$ cat src/rtl/chain_pair_pkg.sv
package chain_pair_pkg;
  localparam int unsigned CPR_CNT_W     = 32;
  localparam int unsigned CPR_EVT_W     = 16;
  localparam logic [CPR_EVT_W-1:0] CPR_CHAIN_EVT = 16'h001E;
  localparam int unsigned CPR_HALVES    = 2;
  localparam int unsigned CPR_SYNC_STG  = 2;
endpackage

$ cat src/rtl/cpr_rst_sync.sv
module cpr_rst_sync #(
  parameter int unsigned STAGES = 2
) (
  input  logic clk_i,
  input  logic rst_ni,
  output logic rst_no
);
  logic [STAGES-1:0] sync_q;
  logic [STAGES-1:0] sync_d;

  always_comb begin
    sync_d = {sync_q[STAGES-2:0], 1'b1};
  end

  always_ff @(posedge clk_i or negedge rst_ni) begin
    if (!rst_ni) sync_q <= '0;
    else         sync_q <= sync_d;
  end

  assign rst_no = sync_q[STAGES-1];
endmodule

$ cat src/rtl/cpr_half.sv
module cpr_half #(
  parameter int unsigned W = 32
) (
  input  logic         clk_i,
  input  logic         rst_ni,
  input  logic         inc_i,
  input  logic         wr_i,
  input  logic [W-1:0] wr_data_i,
  output logic [W-1:0] cnt_o,
  output logic         wrap_o
);
  localparam logic [W-1:0] ONE = {{(W-1){1'b0}}, 1'b1};

  logic [W-1:0] cnt_q;
  logic [W-1:0] cnt_d;
  logic         cnt_ce;

  // Preset beats increment; the enable is written out for clock gating.
  always_comb begin
    cnt_ce = wr_i | inc_i;
    cnt_d  = cnt_q;
    if (wr_i)       cnt_d = wr_data_i;
    else if (inc_i) cnt_d = cnt_q + ONE;
  end

  always_ff @(posedge clk_i or negedge rst_ni) begin
    if (!rst_ni)     cnt_q <= '0;
    else if (cnt_ce) cnt_q <= cnt_d;
  end

  assign cnt_o  = cnt_q;
  assign wrap_o = inc_i & ~wr_i & (&cnt_q);
endmodule

$ cat src/rtl/cpr_link.sv
module cpr_link #(
  parameter int unsigned           EVT_W     = 16,
  parameter logic [EVT_W-1:0]      CHAIN_EVT = 16'h001E
) (
  input  logic             glb_en_i,
  input  logic             lo_en_i,
  input  logic             hi_en_i,
  input  logic             lo_evt_i,
  input  logic             hi_evt_i,
  input  logic [EVT_W-1:0] hi_type_i,
  input  logic             lo_wrap_i,
  output logic             lo_inc_o,
  output logic             hi_inc_o
);
  logic chained;
  logic hi_src;

  always_comb begin
    chained  = (hi_type_i == CHAIN_EVT);
    lo_inc_o = glb_en_i & lo_en_i & lo_evt_i;
    // Carry comes from this cycle's wrap only, never from a stored one.
    hi_src   = chained ? lo_wrap_i : hi_evt_i;
    hi_inc_o = glb_en_i & hi_en_i & hi_src;
  end
endmodule

$ cat src/rtl/cpr_flags.sv
module cpr_flags #(
  parameter int unsigned N = 2
) (
  input  logic         clk_i,
  input  logic         rst_ni,
  input  logic [N-1:0] set_i,
  input  logic [N-1:0] clr_i,
  output logic [N-1:0] flags_o
);
  for (genvar g = 0; g < N; g++) begin : g_flag
    logic flg_q;
    logic flg_d;
    logic flg_ce;

    always_comb begin
      flg_ce = set_i[g] | clr_i[g];
      flg_d  = set_i[g];
    end

    always_ff @(posedge clk_i or negedge rst_ni) begin
      if (!rst_ni)     flg_q <= 1'b0;
      else if (flg_ce) flg_q <= flg_d;
    end

    assign flags_o[g] = flg_q;
  end
endmodule

$ cat src/rtl/chain_pair_ctr.sv
module chain_pair_ctr
  import chain_pair_pkg::*;
#(
  parameter int unsigned          CNT_W     = CPR_CNT_W,
  parameter int unsigned          EVT_W     = CPR_EVT_W,
  parameter logic [EVT_W-1:0]     CHAIN_EVT = CPR_CHAIN_EVT
) (
  input  logic             clk_i,
  input  logic             rst_ni,
  input  logic             glb_en_i,
  input  logic             lo_en_i,
  input  logic             hi_en_i,
  input  logic             lo_evt_i,
  input  logic             hi_evt_i,
  input  logic [EVT_W-1:0] hi_type_i,
  input  logic             lo_wr_i,
  input  logic [CNT_W-1:0] lo_wr_data_i,
  input  logic             hi_wr_i,
  input  logic [CNT_W-1:0] hi_wr_data_i,
  input  logic [1:0]       ovf_clr_i,
  output logic [CNT_W-1:0] lo_cnt_o,
  output logic [CNT_W-1:0] hi_cnt_o,
  output logic [1:0]       ovf_o
);
  localparam int unsigned NH = CPR_HALVES;

  logic             rst_sync_n;
  logic [NH-1:0]    inc;
  logic [NH-1:0]    wr;
  logic [NH-1:0]    wrap;
  logic [CNT_W-1:0] wdata [NH];
  logic [CNT_W-1:0] cnt   [NH];

  cpr_rst_sync #(.STAGES(CPR_SYNC_STG)) u_rst (
    .clk_i  (clk_i),
    .rst_ni (rst_ni),
    .rst_no (rst_sync_n)
  );

  cpr_link #(.EVT_W(EVT_W), .CHAIN_EVT(CHAIN_EVT)) u_link (
    .glb_en_i  (glb_en_i),
    .lo_en_i   (lo_en_i),
    .hi_en_i   (hi_en_i),
    .lo_evt_i  (lo_evt_i),
    .hi_evt_i  (hi_evt_i),
    .hi_type_i (hi_type_i),
    .lo_wrap_i (wrap[0]),
    .lo_inc_o  (inc[0]),
    .hi_inc_o  (inc[1])
  );

  assign wr[0]    = lo_wr_i;
  assign wr[1]    = hi_wr_i;
  assign wdata[0] = lo_wr_data_i;
  assign wdata[1] = hi_wr_data_i;

  for (genvar h = 0; h < NH; h++) begin : g_half
    cpr_half #(.W(CNT_W)) u_half (
      .clk_i     (clk_i),
      .rst_ni    (rst_sync_n),
      .inc_i     (inc[h]),
      .wr_i      (wr[h]),
      .wr_data_i (wdata[h]),
      .cnt_o     (cnt[h]),
      .wrap_o    (wrap[h])
    );
  end

  cpr_flags #(.N(NH)) u_flags (
    .clk_i   (clk_i),
    .rst_ni  (rst_sync_n),
    .set_i   (wrap),
    .clr_i   (ovf_clr_i),
    .flags_o (ovf_o)
  );

  assign lo_cnt_o = cnt[0];
  assign hi_cnt_o = cnt[1];
endmodule

$ cat config.mk
export PLATFORM = sky130hd
export DESIGN_NAME = chain_pair_ctr
export DESIGN_NICKNAME = d
export VERILOG_FILES = /design/src/rtl/chain_pair_pkg.sv /design/src/rtl/cpr_rst_sync.sv /design/src/rtl/cpr_half.sv /design/src/rtl/cpr_link.sv /design/src/rtl/cpr_flags.sv /design/src/rtl/chain_pair_ctr.sv
export SDC_FILE = /design/constraint.sdc
export NUM_CORES = 1
export LEC_CHECK = 0
export BUFFER_PORTS_ARGS = -buffer_cell sky130_fd_sc_hd__buf_4
export CAP_MARGIN = 10
export CORE_MARGIN = 1
export CORE_UTILIZATION = 30
export DETAILED_ROUTE_END_ITERATION = 16
export PLACE_DENSITY = 0.53
export SLEW_MARGIN = 20
export SYNTH_ARGS = -nofsm -noshare
export SYNTH_HDL_FRONTEND = slang
export SYNTH_SLANG_ARGS = --single-unit
$ cat constraint.sdc
create_clock -name clk_i -period 2 [get_ports clk_i]
set_clock_uncertainty 0.1 [all_clocks]
set_input_delay 0.1 -clock clk_i [delete_from_list [all_inputs] [get_ports clk_i]]
set_output_delay 0.1 -clock clk_i [all_outputs]
set_load 0.005 [all_outputs]
==> metrics.txt <==
CP required 2.16 ns; clock share of power 35.9%; Syn Nets 540; smallest hold slack 0.0367 ns; CTS buffer count 9; Die X 119 um; num rows 42; Hold Path Class in -> reg; post-synth top area cell dfrtp_1; Longest Clk Path Bufs 2; PortBufs 156; area of the multi-input gates 2650 um^2; FFs w/ async S/R, synth 100%; Synth Warn # 0; placed cell count 853; Sequential Power Share 37.9%; violated checks negative setup slack; Die Area 14100 um^2; first-pass GRT wire length 23.2 mm; worst-path cell chain ha_4 > nand4_4 > nor4_4 > buf_4 > nand4b_4 > and2_4 > or4_1 > a31oi_1; max_slew headroom 60.3%; actual slew at the worst max-slew pin 0.594 ns; initial antenna violation count 0; maximum vdd ir drop 334 uV; fin area 7640 um^2; clk slew on worst S/H paths 0.05 ns; CP Data Arrival Time 2.40 ns; Tot GR Track Use 20.9%; number of flops mapped to enable cells by yosys 0; largest net degree at the start of global routing 65; RSZ-0062 raised after global routing true; Distinct cells, synth 58; Synth Flop Type dfrtp_1; I/O pin count 157; Sw Ratio 27.1%; vias in the first global route 4736; area fraction of the dominant cell type after synthesis 41.5%; worst slack at placement -0.293 ns; Seq. cell area 1710 um^2; Setup Viol. Count Final 30; CP Class reg -> reg; Final Slew Violations 0; max_cap viols 0; NetSw 1.14 mW; fmax 447 MHz; WL/cell 15.4 um; flops & latches, synth 68; Tcrit/Tclk final 112%; internal power 3.07 mW; Comb pwr share 26.2%; Vias/cell 4.86; CP peak stage delay 0.49 ns; post-synthesis average cell area 9.17 um^2; starting density of the core 30.8%; Post-DRT Antenna Nets 0; DRC viols 0; DP Area 6130 um^2; CTS root buffer clkbuf_16; layout cells sized above 1 45.0%; sequential area share after synthesis 41.5%; Initial DRC Count 187; Pleak 3.33 nW; crit path launch type flop; Mapped Area 4100 um^2; CTS sink count 68; Final Non-Filler Cells 953; post-DP HPWL 10.3 mm; CTS H-tree lvls 3; Layout fillers 1186; Final WS setup -0.237 ns; Die Ht 119 um; status finished with violations; WL final 14.7 mm; Critical-path top delay cell or4_1; drt first pass iters 6; setup TNS -3.62 ns; Routability Congestion 0.801; cells after synthesis 447; CP endpoint kind flop; Period minus WS final 2.24 ns; Clk Latency, worst-skew pair 0.34 ns; vias 4627; Diodes inserted 0; Commonest cells post-synth nand2_1 (84), dfrtp_1 (68), o21ai_0 (50); Area Overhead vs Synth 86.4%; CP Max Fanout 5; TritonCTS clock tree yes; Overflow after GRT 0; core region area 13300 um^2; final hold vios 0; # nets final 865; largest cells by area after synthesis dfrtp_1 (42%), xnor2_1 (9.0%), nand2_1 (7.7%); most numerous cell in the Yosys netlist nand2_1; Pwr Density 552 nW/um^2
-- flip-flops by register name, summed over array words and instances, names as in the netlist --
| register | count |
|---|---|
| g_half.u_half.cnt_o | 64 |
| u_flags.g_flag.flg_q | 2 |
| u_rst.sync_q | 2 |
-- critical path, delay by kind of cell, from the launching register on --
family	cells	cell delay, ns
fa+ha+maj	1	0.17
compound gates	1	0.17
buf+inv	1	0.17
flops	1	0.40
simple gates	5	1.15
-- layer usage --
| metal | part of all wire, % | track usage [%] | wire [um] |
|---|---|---|---|
| met3 | 5.4 | 4.41 | 791 |
| met4 | 2.4 | 7.75 | 352 |
| met1 | 42 | 25.0 | 6170 |
| met5 | 0 | 0 | 0 |
| met2 | 50 | 36.7 | 7380 |
-- kinds of logic (layout without fill, tap and decap cells) --
group / count (synthesis) / in the layout / share of synthesized area, %
AO/OA/AOI/OAI: 97 / 97 / 15.6
XOR/XNOR: 57 / 57 / 12.2
adder cells (fa/ha/maj): 2 / 2 / 0.610
buffers and inverters: 29 / 358 / 3.84
flip-flops: 68 / 68 / 41.5
multiplexers: 3 / 3 / 0.763
other: 1 / 1 / 0.0915
AND/OR/NAND/NOR: 190 / 191 / 25.4
-- metrics by stage --
step	power, mW	util, %
after floorplan	1.95	-
after global placement	2.55	46.1
after detailed placement	2.56	46.1
after CTS	4.22	54.7
after global routing	4.44	57.5
final	4.21	57.5
-- final cells by class --
type	count	share of cell area [%]
clock buffer	15	3.63
clock inverter	1	0.0655
inverter	6	0.295
multi-input combinational	351	34.7
sequential	68	22.3
tap	176	2.88
timing repair buffer	336	36.1
-- cells in the final DEF, fill, tap and decap left out, drive strengths merged, types with 2 or more instances in the layout --
master       instances
buf                268
nand2               85
dlygate4sd3         68
dfrtp               68
o21ai               59
xnor2               42
nand4               27
nand3               17
xor2                15
clkbuf              15
nor2                14
a21oi               13
and3                12
a2111oi              8
a211oi               7
and4                 6
nor4                 6
nor3                 6
inv                  5
and2                 5
a31oi                3
nand4b               3
and4bb               2
o31ai                2
or4                  2
nor2b                2
mux2i                2
a22o                 2
clkinv               2
ha                   2
-- power by group through the flow --
stage               registers, mW  logic [mW]  clock network [mW]
finish                       1.60        1.10                1.51
global route                 1.61        1.20                1.62
CTS                          1.60        1.07                1.55
detailed placement           1.62       0.942                   0
global placement             1.61       0.937                   0
floorplan                    1.69       0.267                   0
-- what timing repair did --
action,CTS,global route
gates resized for setup,31,61
buffers inserted,4,11
cloned,1,0
pin swaps,18,42
hold buffers,68,0
setup endpoints to repair,39,45
endpoints found under the hold margin,68,0
-- path summary, 6_finish.rpt --
kind | startpoint | to | slack, ns | cells past startpoint
setup reg to reg | g_half[0].u_half.cnt_o[1]$_DFFE_PN0P_ | g_half[1].u_half.cnt_o[17]$_DFFE_PN0P_ | -0.24 | 8
hold / removal | hi_wr_i | g_half[1].u_half.cnt_o[7]$_DFFE_PN0P_ | 0.04 | 3
hold reg to reg | u_rst.sync_q[1]$_DFF_PN0_ | g_half[0].u_half.cnt_o[6]$_DFFE_PN0P_ | 0.20 | 1
min in group asynchronous | u_rst.sync_q[1]$_DFF_PN0_ | g_half[0].u_half.cnt_o[6]$_DFFE_PN0P_ | 0.20 | 1
setup / recovery | g_half[0].u_half.cnt_o[1]$_DFFE_PN0P_ | g_half[1].u_half.cnt_o[17]$_DFFE_PN0P_ | -0.24 | 8
max in group asynchronous | rst_ni | u_rst.sync_q[1]$_DFF_PN0_ | 1.14 | 3
Power figures use the tool's default switching activity.
